**src/rtl/rxq_pkg.sv**
```systemverilog
package rxq_pkg;

  localparam int DATA_W = 8;

  typedef struct packed {
    logic [DATA_W-1:0] data;
    logic              parityErr;
    logic              frameErr;
    logic              breakErr;
  } rxEntry_t;

  // Strobes from control to datapath
  typedef struct packed {
    logic push;
    logic pop;
    logic flush;
  } rxStrobe_t;

  // Threshold encoding: 00 -> 1, 01 -> 4, 10 -> 8, 11 -> 14
  function automatic int trigLevel(input logic [1:0] sel);
    case (sel)
      2'b00:   return 1;
      2'b01:   return 4;
      2'b10:   return 8;
      default: return 14;
    endcase
  endfunction

  function automatic logic entryHasErr(input rxEntry_t e);
    return e.parityErr | e.frameErr | e.breakErr;
  endfunction

endpackage

```
**src/rtl/rxq_data.sv**
```systemverilog
module rxq_data
  import rxq_pkg::*;
#(
  parameter int DEPTH = 16
) (
  input  logic                       clk,
  input  logic                       rstN,
  input  rxStrobe_t                  strb,
  input  rxEntry_t                   wrEntry,
  output rxEntry_t                   headEntry,
  output logic [$clog2(DEPTH+1)-1:0] fillCount,
  output logic                       anyErr
);

  localparam int PTR_W = (DEPTH > 1) ? $clog2(DEPTH) : 1;
  localparam int CNT_W = $clog2(DEPTH + 1);

  rxEntry_t          slotQ [DEPTH];
  logic [PTR_W-1:0]  wrPtr, rdPtr;
  logic [CNT_W-1:0]  countQ, errCountQ;
  logic              incErr, decErr;

  function automatic logic [PTR_W-1:0] advance(input logic [PTR_W-1:0] p);
    return (p == PTR_W'(DEPTH - 1)) ? '0 : p + 1'b1;
  endfunction

  always_ff @(posedge clk) begin
    if (strb.push) slotQ[wrPtr] <= wrEntry;
  end

  always_ff @(posedge clk or negedge rstN) begin
    if (!rstN) begin
      wrPtr <= '0;
      rdPtr <= '0;
    end else if (strb.flush) begin
      wrPtr <= '0;
      rdPtr <= '0;
    end else begin
      if (strb.push) wrPtr <= advance(wrPtr);
      if (strb.pop)  rdPtr <= advance(rdPtr);
    end
  end

  always_ff @(posedge clk or negedge rstN) begin
    if (!rstN) begin
      countQ <= '0;
    end else if (strb.flush) begin
      countQ <= '0;
    end else begin
      case ({strb.push, strb.pop})
        2'b10:   countQ <= countQ + 1'b1;
        2'b01:   countQ <= countQ - 1'b1;
        default: countQ <= countQ;
      endcase
    end
  end

  assign incErr = strb.push && entryHasErr(wrEntry);
  assign decErr = strb.pop && entryHasErr(slotQ[rdPtr]);

  always_ff @(posedge clk or negedge rstN) begin
    if (!rstN) begin
      errCountQ <= '0;
    end else if (strb.flush) begin
      errCountQ <= '0;
    end else begin
      case ({incErr, decErr})
        2'b10:   errCountQ <= errCountQ + 1'b1;
        2'b01:   errCountQ <= errCountQ - 1'b1;
        default: errCountQ <= errCountQ;
      endcase
    end
  end

  always_comb begin
    headEntry = slotQ[rdPtr];
    if (countQ == '0) headEntry = '0;
  end

  assign fillCount = countQ;
  assign anyErr    = (errCountQ != '0);

endmodule

```
**src/rtl/rxq_ctrl.sv**
```systemverilog
module rxq_ctrl
  import rxq_pkg::*;
#(
  parameter int DEPTH = 16
) (
  input  logic                       clk,
  input  logic                       rstN,
  input  logic                       wrValid,
  input  logic                       rdStrobe,
  input  logic                       lsrRead,
  input  logic                       fifoMode,
  input  logic [$clog2(DEPTH+1)-1:0] fillCount,
  output rxStrobe_t                  strb,
  output logic                       overrun
);

  localparam int CNT_W = $clog2(DEPTH + 1);

  logic             modeQ;
  logic [CNT_W-1:0] capacity;
  logic             isFull, isEmpty, ovrSet;

  assign capacity = fifoMode ? CNT_W'(DEPTH) : CNT_W'(1);
  assign isFull   = (fillCount >= capacity);
  assign isEmpty  = (fillCount == '0);

  always_comb begin
    strb.flush = (modeQ != fifoMode);
    strb.pop   = rdStrobe && !isEmpty && !strb.flush;
    strb.push  = wrValid && !strb.flush && (!isFull || strb.pop);
  end

  assign ovrSet = wrValid && !strb.flush && isFull && !strb.pop;

  always_ff @(posedge clk or negedge rstN) begin
    if (!rstN) begin
      modeQ   <= 1'b0;
      overrun <= 1'b0;
    end else begin
      modeQ <= fifoMode;
      if (ovrSet)       overrun <= 1'b1;
      else if (lsrRead) overrun <= 1'b0;
    end
  end

endmodule

```
**src/rtl/rx_fifo_trig.sv**
```systemverilog
module rx_fifo_trig
  import rxq_pkg::*;
#(
  parameter int DEPTH = 16
) (
  input  logic              clk,
  input  logic              rstN,
  input  logic              wrValid,
  input  logic [DATA_W-1:0] wrData,
  input  logic              wrParityErr,
  input  logic              wrFrameErr,
  input  logic              wrBreak,
  input  logic              rdStrobe,
  input  logic              lsrRead,
  input  logic              fifoMode,
  input  logic [1:0]        trigSel,
  input  logic              txHoldEmpty,
  input  logic              txEmpty,
  output logic [DATA_W-1:0] rdData,
  output logic [7:0]        lineStatus,
  output logic              trigHit
);

  localparam int CNT_W = $clog2(DEPTH + 1);

  rxStrobe_t        strb;
  rxEntry_t         wrEntry, headEntry;
  logic [CNT_W-1:0] fillCount;
  logic             anyErr, overrun;

  assign wrEntry = '{data: wrData, parityErr: wrParityErr,
                     frameErr: wrFrameErr, breakErr: wrBreak};

  rxq_ctrl #(.DEPTH(DEPTH)) ctrl_i (
    .clk(clk), .rstN(rstN), .wrValid(wrValid), .rdStrobe(rdStrobe),
    .lsrRead(lsrRead), .fifoMode(fifoMode), .fillCount(fillCount),
    .strb(strb), .overrun(overrun)
  );

  rxq_data #(.DEPTH(DEPTH)) data_i (
    .clk(clk), .rstN(rstN), .strb(strb), .wrEntry(wrEntry),
    .headEntry(headEntry), .fillCount(fillCount), .anyErr(anyErr)
  );

  assign rdData  = headEntry.data;
  assign trigHit = fifoMode && (fillCount >= CNT_W'(trigLevel(trigSel)));

  always_comb begin
    lineStatus[0] = (fillCount != '0);
    lineStatus[1] = overrun;
    lineStatus[2] = headEntry.parityErr;
    lineStatus[3] = headEntry.frameErr;
    lineStatus[4] = headEntry.breakErr;
    lineStatus[5] = txHoldEmpty;
    lineStatus[6] = txEmpty;
    lineStatus[7] = fifoMode && anyErr;
  end

endmodule

```
**config.mk**
```make
export PLATFORM = sky130hd
export DESIGN_NAME = rx_fifo_trig
export DESIGN_NICKNAME = d
export VERILOG_FILES = /design/src/rtl/rxq_pkg.sv /design/src/rtl/rxq_data.sv /design/src/rtl/rxq_ctrl.sv /design/src/rtl/rx_fifo_trig.sv
export SDC_FILE = /design/constraint.sdc
export NUM_CORES = 1
export LEC_CHECK = 0
export BUFFER_PORTS_ARGS = -buffer_cell sky130_fd_sc_hd__buf_2
export CAP_MARGIN = 20
export CELL_PAD_IN_SITES_DETAIL_PLACEMENT = 0
export CELL_PAD_IN_SITES_GLOBAL_PLACEMENT = 1
export CORE_UTILIZATION = 40
export DETAILED_ROUTE_END_ITERATION = 10
export GPL_ROUTABILITY_DRIVEN = 0
export HOLD_SLACK_MARGIN = 0.15
export MAX_ROUTING_LAYER = met4
export PLACE_DENSITY_LB_ADDON = 0.1
export SYNTH_ARGS = -nofsm -noshare
export SYNTH_HDL_FRONTEND = slang
export SYNTH_SLANG_ARGS = --single-unit
```
**constraint.sdc**
```tcl
create_clock -name clk -period 5.56 [get_ports clk]
set_clock_uncertainty 0.15 [all_clocks]
set_input_delay 0.278 -clock clk [delete_from_list [all_inputs] [get_ports clk]]
set_output_delay 0.278 -clock clk [all_outputs]
set_load 0.02 [all_outputs]
```
==> reports/metrics.yaml <==
placed_design:
  portBuffers: 33
  dp_cells: 793
  hpwl_mm: 11.2
  post-place-ws_ns: 1.14
critical_path:
  cp_max_fo: 20
  required_ns: 5.77
  worstPathArrival_ns: 4.58
  path_cells: "nand2_1, o221a_1, a32oi_1, nand4_1, o221ai_2, inv_1, ha_1, a21o_1, a21oi_1, xnor2_1, or3_1, a21oi_1"
  start_kind: "flop"
  cp_slowest_cell: "dfrtp_1"
  critPathCaptureType: "flop"
  worst_path_most_repeated_cell: "a21oi_1"
  critPathKind: "flop to flop"
  slowest_delay_ns: 0.81
drt:
  drc: 0
  firstDrtPassIters: 5
  postRouteAntennaNets: 0
  via_per_inst: 5.35
  vias: 4496
  first_iter_violations: 305
  wirelength_mm: 18.6
  wl_per_cell_um: 22.1
pwr:
  seqPwrFrac_pct: 44.4
  clkPwrFrac_pct: 30.1
  p_sw_share_pct: 32.1
  p_int_mw: 2.71
  combinationalPowerShare_pct: 25.5
  p_total_mw: 3.99
  p_per_area_nw_per_um2: 418
  p_leak_nw: 3.28
  irDropWorstVdd_v: 0.000194
  p_switching_mw: 1.28
floorplan:
  die-area_sq_um: 21300
  rows: 52
  die_h_um: 146
  fp.coreArea_sq_um: 20300
  ios: 38
  start_util_pct: 40.9
  die_w_um: 146
clocking:
  cts_made_buffers: 17
  htree_levels: 4
  clk_latency_ns: 0.43
  cts_setup_buffers: 0
  holdBufCountCts: 15
  cts_root_buffer: "clkbuf_16"
  clock_path_buffers: 2
  cts_tree: "yes"
  clkTransAtPathRegs_ns: 0.07
  cts.sinks: 196
  cts_resized: 0
timing:
  clock.fmax_mhz: 229
  whs_ns: 0.163
  max_slew_margin_pct: 39.2
  fin_ws_ns: 1.19
  setup_tns_ns: 0
  rsz0062_at_grt: "no"
  worstMarginPinSlew_ns: 0.912
  drv_slew: 0
  fin_crit_ns: 4.37
  hold_viol: 0
  fin_crit_sh_pct: 78.6
  finalSetupViolCount: 0
finish:
  drive_gt1_share_pct: 20.7
  diodes: 0
  multi_input_area_sq_um: 2320
  layout.nets: 597
  seq_area_sq_um: 5790
  stdcell_count: 840
  area_growth_pct: 14.8
  fillers: 1777
grt:
  grt_max_degree: 42
  gr-usage-all-layers_pct: 19.2
  first_global_vias: 4571
  grt_overflow: 0
  grt_pass1_wl_mm: 28.6
  antenna_found_initial: 0
yosys:
  yosysUniqueCellTypes: 51
  avgSynthCellArea_sq_um: 16.5
  yosys.area.top_type_share_pct: 63.6
  synth_top_cell_by_area: "edfxtp_1"
  ys_seq_area_share_pct: 69.6
  synth-main-ff-cell: "edfxtp_1"
  ys_ff_latch: 196
  syn_inst: 502
  synthesis.area_sq_um: 8310
  async_flop_share_pct: 10.2
  synthTopCellsByArea: "edfxtp_1, mux4_2, dfrtp_1, mux2i_1, ha_1"
  ys_warn_count: 0
  synth_edf_count: 176
  synth_fp_nets: 542
worst_hold_path:
  worst_hold_path_type: "primary input to flop"
status:
  status: "finished, final reports clean"
flow_run:
  max-cap-violations: 0
-- power groups by stage --
stage          Combinational (mW)  Sequential (mW)  Clock (mW)
6_report                     1.02             1.77        1.20
5_1_grt                      1.11             1.79        1.29
4_1_cts                      1.04             1.78        1.23
3_5_place_dp                 1.02             1.81           0
3_3_place_gp                 1.02             1.81           0
2_1_floorplan               0.812             1.72           0
-- routing by layer --
layer,global-route usage [%],part of all wire [%]
met1,27.4,50
met2,28.5,46
met3,3.69,3.8
met4,5.00,0.75
met5,-,0
-- flip-flops by register name, summed over array words and instances, names as in the netlist --
signal,count
ctrl_i.modeQ,1
ctrl_i.overrun,1
data_i.errCountQ,5
data_i.fillCount,5
data_i.rdPtr,4
data_i.slotQ,176
data_i.wrPtr,4
-- cell families (layout without fill, tap and decap cells) --
kind of cell               count (synthesis)  after routing  synth area share, %
and+or+nand+nor                           77             77                 4.61
muxes                                     67             67                 11.8
buffers and inverters                     49            117                 2.73
AOI/OAI and AO/OA                         82             82                 6.78
xor gates and xnor gates                  12             12                 1.36
adders and majority gates                 19             19                 3.04
DFF                                      196            196                 69.6
-- path summary, 6_finish.rpt --
path	startpoint	end	slack, ns	cells after the start
worst max-delay path	data_i.rdPtr[1]$_DFFE_PN0P_	data_i.errCountQ[4]$_DFFE_PN0P_	1.19	12
worst min-delay path	rdStrobe	data_i.rdPtr[1]$_DFFE_PN0P_	0.16	4
worst max register to register	data_i.rdPtr[1]$_DFFE_PN0P_	data_i.errCountQ[4]$_DFFE_PN0P_	1.19	12
worst min register to register	data_i.errCountQ[4]$_DFFE_PN0P_	data_i.errCountQ[4]$_DFFE_PN0P_	0.43	2
max in group asynchronous	rstN	data_i.rdPtr[0]$_DFFE_PN0P_	4.65	2
min in group asynchronous	rstN	data_i.errCountQ[1]$_DFFE_PN0P_	0.21	2
-- metrics by stage --
stage / instance area [sq um] / utilization (%)
final: 9530 / 47.0
after detailed placement: 8800 / 43.4
after CTS: 9530 / 47.0
after floorplan: 8310 / -
after global placement: 8800 / 43.4
after global routing: 9530 / 47.0
-- layout by cell type (no fill, tap or decap), types with 3 or more instances in the layout --
| master | netlist | final |
|---|---|---|
| edfxtp_1 | 176 | 176 |
| mux2i_1 | 39 | 39 |
| buf_2 | 3 | 33 |
| a21oi_1 | 25 | 25 |
| mux4_2 | 24 | 24 |
| inv_1 | 23 | 23 |
| dfrtp_1 | 20 | 19 |
| o221ai_1 | 18 | 18 |
| ha_1 | 17 | 17 |
| clkbuf_16 | 0 | 17 |
| nand2_1 | 15 | 15 |
| dlygate4sd3_1 | 0 | 15 |
| nor2_1 | 16 | 14 |
| buf_4 | 4 | 13 |
| nor3_1 | 16 | 11 |
| and2_1 | 11 | 11 |
| o22ai_1 | 10 | 10 |
| o21ai_1 | 8 | 8 |
| xnor2_1 | 8 | 8 |
| inv_6 | 0 | 6 |
| nor3_2 | 0 | 5 |
| nand3_1 | 5 | 5 |
| a21o_1 | 4 | 4 |
| inv_8 | 0 | 4 |
| xor2_1 | 3 | 3 |
| or3_1 | 3 | 3 |
| nand2b_1 | 3 | 3 |
| nor2b_1 | 3 | 3 |
-- cell type report --
cell class	count	share of cell area [%]
Sequential cell	196	60.7
Multi-Input combinational cell	257	24.4
Tap cell	270	3.54
Clock buffer	17	4.46
Clock inverter	15	1.60
Inverter	24	0.945
Timing Repair Buffer	61	4.33
-- synth_stat cells (10+ instances only) --
master and instances:
nand2_1 15, clkbuf_1 12, dfrtp_1 20, inv_1 23
mux2i_1 39, a21oi_1 25, nor2_1 16, ha_1 17
o22ai_1 10, and2_1 11, mux4_2 24, nor3_1 16
o221ai_1 18, edfxtp_1 176
-- critical path: cells and delay by family (launching register included) --
family                   cells  cell delay [ns]
AO/OA/AOI/OAI                6             1.55
XOR/XNOR                     1             0.09
adder cells (fa/ha/maj)      1             0.34
flip-flops                   1             0.81
AND/OR/NAND/NOR              3             1.22
buffers and inverters        1             0.14
Note: power is estimated with default switching activity, not from simulation.
